[src/rtl/gpio_irq_bank.sv]
module gpio_irq_bank #(
  parameter int NPIN   = 16,
  parameter int ADDR_W = 7,
  parameter int DATA_W = 32
) (
  input  logic              clk,
  input  logic              rst_n,
  input  logic              bus_wr,
  input  logic [ADDR_W-1:0] bus_addr,
  input  logic [DATA_W-1:0] bus_wdata,
  output logic [DATA_W-1:0] bus_rdata,
  input  logic [NPIN-1:0]   pad_in,
  output logic [NPIN-1:0]   pad_out,
  output logic [NPIN-1:0]   pad_oe,
  output logic              irq
);
  localparam int IW = ADDR_W - 2;
  localparam logic [IW-1:0] W_DAT  = IW'(0);
  localparam logic [IW-1:0] W_MSK  = IW'(1);
  localparam logic [IW-1:0] W_DIR  = IW'(2);
  localparam logic [IW-1:0] W_SNS  = IW'(3);
  localparam logic [IW-1:0] W_BOTH = IW'(4);
  localparam logic [IW-1:0] W_POL  = IW'(5);
  localparam logic [IW-1:0] W_IEN  = IW'(6);
  localparam logic [IW-1:0] W_RAW  = IW'(7);
  localparam logic [IW-1:0] W_MIS  = IW'(8);
  localparam logic [IW-1:0] W_CLR  = IW'(9);
  localparam logic [IW-1:0] W_INEN = IW'(10);

  logic [NPIN-1:0] dat_q, msk_q, dir_q, sns_q, both_q, pol_q, ien_q, inen_q;
  logic [NPIN-1:0] sy1_q, sy2_q, prv_q, edge_q;
  logic [NPIN-1:0] wd, qual_hi, qual_lo, rise, fall, evt, clr_hit, raw, mis;
  logic [IW-1:0]   idx;
  logic            unused_bits;

  assign idx = bus_addr[ADDR_W-1:2];
  assign wd  = bus_wdata[NPIN-1:0];
  assign unused_bits = ^{bus_addr[1:0], bus_wdata[DATA_W-1:NPIN]};

  always_ff @(posedge clk or negedge rst_n) begin
    if (!rst_n) begin
      dat_q  <= '0;
      msk_q  <= '0;
      dir_q  <= '0;
      sns_q  <= '0;
      both_q <= '0;
      pol_q  <= '0;
      ien_q  <= '0;
      inen_q <= '0;
    end else if (bus_wr) begin
      case (idx)
        W_DAT:  dat_q  <= (dat_q & ~msk_q) | (wd & msk_q);
        W_MSK:  msk_q  <= wd;
        W_DIR:  dir_q  <= wd;
        W_SNS:  sns_q  <= wd;
        W_BOTH: both_q <= wd;
        W_POL:  pol_q  <= wd;
        W_IEN:  ien_q  <= wd;
        W_INEN: inen_q <= wd;
        default: ;
      endcase
    end
  end

  always_ff @(posedge clk or negedge rst_n) begin
    if (!rst_n) begin
      sy1_q <= '0;
      sy2_q <= '0;
      prv_q <= '0;
    end else begin
      sy1_q <= pad_in;
      sy2_q <= sy1_q;
      prv_q <= qual_hi;
    end
  end

  assign qual_hi = sy2_q & inen_q & msk_q;
  assign qual_lo = ~sy2_q & inen_q & msk_q;
  assign rise    = qual_hi & ~prv_q;
  assign fall    = prv_q & ~qual_hi;
  assign evt     = ~sns_q & ((both_q & (rise | fall)) |
                             (~both_q & pol_q & rise) |
                             (~both_q & ~pol_q & fall));
  assign clr_hit = (bus_wr && idx == W_CLR) ? wd : '0;

  always_ff @(posedge clk or negedge rst_n) begin
    if (!rst_n) edge_q <= '0;
    else        edge_q <= (edge_q & ~clr_hit) | evt;
  end

  assign raw     = (sns_q & ((pol_q & qual_hi) | (~pol_q & qual_lo))) | (~sns_q & edge_q);
  assign mis     = raw & ien_q;
  assign irq     = |mis;
  assign pad_oe  = dir_q & msk_q;
  assign pad_out = dat_q & pad_oe;

  always_comb begin
    bus_rdata = '0;
    case (idx)
      W_DAT:  bus_rdata[NPIN-1:0] = msk_q & ((dir_q & dat_q) | (~dir_q & sy2_q & inen_q));
      W_MSK:  bus_rdata[NPIN-1:0] = msk_q;
      W_DIR:  bus_rdata[NPIN-1:0] = dir_q;
      W_SNS:  bus_rdata[NPIN-1:0] = sns_q;
      W_BOTH: bus_rdata[NPIN-1:0] = both_q;
      W_POL:  bus_rdata[NPIN-1:0] = pol_q;
      W_IEN:  bus_rdata[NPIN-1:0] = ien_q;
      W_RAW:  bus_rdata[NPIN-1:0] = raw;
      W_MIS:  bus_rdata[NPIN-1:0] = mis;
      W_INEN: bus_rdata[NPIN-1:0] = inen_q;
      default: bus_rdata = '0;
    endcase
  end
endmodule

[config.mk]
export PLATFORM = sky130hd
export DESIGN_NAME = gpio_irq_bank
export DESIGN_NICKNAME = d
export VERILOG_FILES = /design/src/rtl/gpio_irq_bank.sv
export SDC_FILE = /design/constraint.sdc
export NUM_CORES = 1
export LEC_CHECK = 0
export BUFFER_PORTS_ARGS = -buffer_cell sky130_fd_sc_hd__buf_4
export CAP_MARGIN = 30
export CELL_PAD_IN_SITES_DETAIL_PLACEMENT = 0
export CELL_PAD_IN_SITES_GLOBAL_PLACEMENT = 1
export CORE_ASPECT_RATIO = 1.1
export CORE_MARGIN = 3
export CORE_UTILIZATION = 35
export DETAILED_ROUTE_END_ITERATION = 8
export PLACE_DENSITY_LB_ADDON = 0.1
export SYNTH_ARGS = -nofsm -noshare
export SYNTH_HDL_FRONTEND = slang
export SYNTH_SLANG_ARGS = --single-unit
[constraint.sdc]
create_clock -name clk -period 3.44 [get_ports clk]
set_input_delay 0.344 -clock clk [delete_from_list [all_inputs] [get_ports clk]]
set_output_delay 0.344 -clock clk [all_outputs]
set_load 0.1 [all_outputs]
==> Word level (Yosys, flattened, before mapping) <==
Cells that the tools add are included.
{ "word_totals": {"ff_bits": 192, "inputBits": 58, "output_inout_bits": 65, "elab_cells": 78} }
{ "classes": {"n_eq_ne": 10, "n_mux": 2, "n_bitwise": 43, "n_reduce_logical": 11} }
{ "ops": {"columns": ["cell", "n"], "rows": [
  ["16-bit bitwise AND", 26],
  ["16-bit one-hot mux with 10 select lines", 1],
  ["16-bit NOT", 9],
  ["16-bit bitwise OR", 8],
  ["5-bit by 3-bit == test with 1-bit output (second input constant)", 4],
  ["16-bit 2-to-1 mux", 1],
  ["2-bit AND reduction", 8],
  ["16-bit OR reduction", 1],
  ["5-bit by 4-bit == test with 1-bit output (second input constant)", 3],
  ["5-bit by 2-bit == test with 1-bit output (second input constant)", 2],
  ["5-bit by 1-bit == test with 1-bit output (second input constant)", 1],
  ["5-bit logical NOT", 1],
  ["1-bit logical AND", 1]
]} }

==> Depth between registers and ports, before layout <==
{ "logic_depth": {"ltp_word": 10, "mapped_depth": 8, "ltp_nobuf": 7} }

==> Least setup slack after synthesis <==
No wires, ideal clock.
{ "synth_path": {"path_kind": "input to output", "start": "input bus_addr[2]", "end": "output bus_rdata[3]", "arrival_time_ns": 4.506, "t_required_ns": 3.096, "setup_slack_ns": -1.410, "path_stages": 4, "n_path_buf": 1, "path_cell_list": "nor4b_4 buf_2 a21oi_1 o311ai_0"} }
{ "synth_between": {"elab_chain_cells": 2, "elab_cells_between_ends": 11, "cone_classes": "9 x eq/ne; 1 x mux; 1 x reduce/logical"} }
{ "synth_lines": {"columns": ["item", "line_no", "source"], "rows": [
  ["start: declaration", "9", "input logic [ADDR_W-1:0] bus_addr,"],
  ["5-bit by 4-bit == test with 1-bit output, or another cell as far along", "99", "case (idx)"],
  ["16-bit one-hot mux with 10 select lines (*)", "99", null],
  ["end: declaration", "11", "output logic [DATA_W-1:0] bus_rdata,"]
]} }
Mark *: on every way between the ends. The rest lies on a longest branch, timed or not.

==> Worst setup path after layout <==
{ "layout_path": {"start": "register pol_q[4]", "end": "output irq"} }
{ "layout_between": {"elab_chain_cells": 7, "elab_cells_between_ends": 8, "cone_classes": "7 x bitwise; 1 x reduce/logical"} }
{ "layout_lines": {"columns": ["item", "line_no", "source"], "rows": [
  ["start: declaration", "30", "logic [NPIN-1:0] dat_q, msk_q, dir_q, sns_q, both_q, pol_q, ien_q, inen_q;"],
  ["start signal: assignment", "57", "W_POL: pol_q <= wd;"],
  ["16-bit NOT", "91", "assign raw = (sns_q & ((pol_q & qual_hi) | (~pol_q & qual_lo))) | (~sns_q & edge_q);"],
  ["16-bit bitwise AND", "91", null],
  ["16-bit bitwise OR (*)", "91", null],
  ["16-bit bitwise AND (*)", "91", null],
  ["16-bit bitwise OR (*)", "91", null],
  ["16-bit bitwise AND (*)", "92", "assign mis = raw & ien_q;"],
  ["16-bit OR reduction (*)", "93", "assign irq = |mis;"],
  ["end: declaration", "15", "output logic irq"]
]} }
Marks and branches as above.

==> metrics.md <==
| Metric | Value |
|---|---|
| Status | finished, final reports clean |
| Worst slew pin tran | 0.800 ns |
| Yosys top cell by area | dfrtp_1 |
| Power density cells | 531 nW/um^2 |
| Most common cell after layout, fill and taps aside | dfrtp_1 |
| Die ar. | 31300 sq um |
| Clock Sinks | 192 |
| Most frequent cells in the layout | dfrtp_1, buf_4, mux2_4, nand2_1, mux2_2 |
| Via density per instance | 5.23 |
| Initial core utilization | 36.1% |
| Post-CTS Setup Bufs | 0 |
| CTS root buf | clkbuf_16 |
| CTS tree | yes |
| Unique masters post-synth | 50 |
| Die width | 169 um |
| Syn_area_per_cell | 11.6 sq um |
| Final min period | 3.18 ns |
| Max Cap Violations | 0 |
| Sequential fraction of the synthesis area | 47.1% |
| CP startpoint kind | register |
| Skew final | 0.00948 ns |
| Final WL | 29.7 mm |
| Max Freq | 314 MHz |
| RSZ-0062 raised after global routing | no |
| Met3 Use GR | 3.22% |
| # DRC | 0 |
| Worst min path class | in -> reg |
| GRT overflow | 0 |
| Via count | 7164 |
| First DRT Iteration DRCs | 480 |
| GRT Max-Usage Layer | met2 |
| Fillers | 2728 |
| Leak | 5.69 nW |
| Max-slew violations | 0 |
| Vias in the first global route | 7187 |
| Placed inst area | 11200 sq um |
| Total GRT Usage | 19.2% |
| Gate power share | 22.0% |
| Share of the synthesized area in the top cell type | 47.1% |
| Clock Latency Late Sink | 0.43 ns |
| Routability cong. | 0.741 |
| Post-Route Hold Slack | 0.0193 ns |
| CP Class | reg -> out |
| First-pass GRT wire length | 45.3 mm |
| N_diodes | 0 |
| Die height | 185 um |
| Pre-CTS setup slack | 0.493 ns |
| Drt first pass iters | 5 |
| EDFF count, synth | 0 |
| Setup TNS | 0 ns |
| Clk network pwr share | 30.8% |
| CP max FO | 4 |
| Clk buf depth | 2 |
| Reg clk slew, reported paths | 0.08 ns |
| CP Data Arrival Time | 2.84 ns |
| Nets | 1084 |
| Synthesis Warnings | 0 |
| Largest net degree at the start of global routing | 91 |
| Port Buf Inserts | 88 |
| Met1 Resource Use GR | 26.0% |
| Main synth FF type | dfrtp_1 |
| # rows | 64 |
| CTS H-tree depth | 4 |
| Async set or reset register ratio after synthesis | 100% |
| Final Hold Viols | 0 |
| Max IR drop VDD | 0.297 mV |
| Part of the power in registers | 47.2% |
| Area growth syn-to-layout | 16.6% |
| Final ANT Viol Nets | 0 |
| Crit. End Element | output port |
| Endpoints failing setup | 0 |
| Fin area | 11900 sq um |
| Fin crit share | 92.5% |
| Synthesized netlist cell count | 884 |
| Mapped Area | 10200 sq um |
| Min setup slack post-route | 0.258 ns |
| Initial antenna violation count | 0 |
| Int Pwr | 4.16 mW |
| Core ar. | 28300 sq um |
| Slew headroom | 46.7% |
| Net Sw Frac | 34.2% |
| Final Util | 42.1% |
| Final HPWL from detailed placement | 18.8 mm |
| Worst EP required | 3.10 ns |
| IO Pins | 123 |
| Seq cells post-synth | 192 |
| Synth area leaders | dfrtp_1, mux2_4, mux2_2 |
| Met2 global-route usage | 32.6% |
| CTS Buf Count | 17 |
| Share of cells above drive strength 1 | 28.6% |
| Switching pwr | 2.16 mW |
| DR WL/cell | 21.6 um |
## synthesized netlist by cell type (8+ instances only)
cell	number
nor3b_1	8
nand3_1	27
xor2_1	14
buf_6	15
o21ai_0	31
a22o_1	8
ha_1	32
nor2_1	36
and2_1	22
and3_1	43
nand3b_1	13
mux2_2	63
mux2_4	70
inv_1	40
a22oi_1	47
a21oi_1	43
nor2b_1	17
buf_4	23
dfrtp_1	192
nand2_1	67
## registers in the layout (all words and copies together), names as in the netlist, named ones only
signal / count
sns_q: 16
sy2_q: 16
ien_q: 16
dir_q: 16
edge_q: 16
both_q: 16
inen_q: 16
sy1_q: 16
prv_q: 16
msk_q: 16
pol_q: 16
## worst max-delay path, stage by stage (launching register included)
cell and delay, ns:
dfrtp_1 0.43, xnor2_1 0.15, nor2b_1 0.17, a2111oi_1 0.63, buf_4 0.21, nand3_1 0.07, or3_1 0.47, buf_4 0.27
## path summary, 6_finish.rpt
| kind | start | end | slack (ns) | cells past startpoint |
|---|---|---|---|---|
| max in group asynchronous | rst_n | pol_q[12] | 2.03 | 3 |
| min in group asynchronous | rst_n | sy1_q[7] | 0.49 | 2 |
| max | pol_q[4] | irq | 0.26 | 7 |
| min | pad_in[6] | sy1_q[6] | 0.02 | 1 |
| max reg2reg | msk_q[7] | edge_q[7] | 1.73 | 7 |
| min reg2reg | sy1_q[7] | sy2_q[7] | 0.35 | 0 |
## cell type report
cell class | count | area (sq um) | share of cell area [%]
timing repair buffer | 123 | 977 | 8.21
inverter | 40 | 150 | 1.26
tap | 363 | 454 | 3.81
multi-input combinational | 620 | 4950 | 41.6
clock inverter | 13 | 120 | 1.01
clock buffer | 19 | 453 | 3.80
sequential | 192 | 4800 | 40.3
## what timing repair did
| action | CTS | global route |
|---|---|---|
| resized for setup | 0 | 1 |
| setup endpoints to repair | 0 | 1 |
| hold buffers | 10 | 4 |
| endpoints found under the hold margin | 10 | 4 |
## power by group through the flow
stage / registers, mW / clock network, mW / logic, mW
floorplan: 2.89 / 0 / 1.09
global placement: 3.03 / 0 / 1.38
detailed placement: 3.03 / 0 / 1.39
CTS: 2.99 / 2.02 / 1.40
global route: 3.06 / 2.10 / 1.50
finish: 2.99 / 1.95 / 1.39
## per-stage QoR
| step | instances | power [mW] |
|---|---|---|
| after global placement | 1324 | 4.40 |
| after global routing | 1370 | 6.65 |
| final | 1370 | 6.32 |
| after detailed placement | 1324 | 4.42 |
| after floorplan | 899 | 3.98 |
| after CTS | 1366 | 6.41 |
## logic make-up after synthesis
family | after synthesis | synth area share, %
other | 1 | 0.0367
adders and majority gates | 32 | 3.92
buffers and inverters | 87 | 5.33
AOI/OAI and AO/OA | 161 | 10.5
and+or+nand+nor | 258 | 14.1
muxes | 137 | 17.7
DFF | 192 | 47.1
xor gates and xnor gates | 16 | 1.37
## layer usage
metal  share of wire, %  up-vias
li1                   -     3363
met1                 45     3628
met2                 50      151
met3                3.8       22
met4                1.2        0
met5                  0        -
Note: power is estimated with default switching activity, not from simulation.
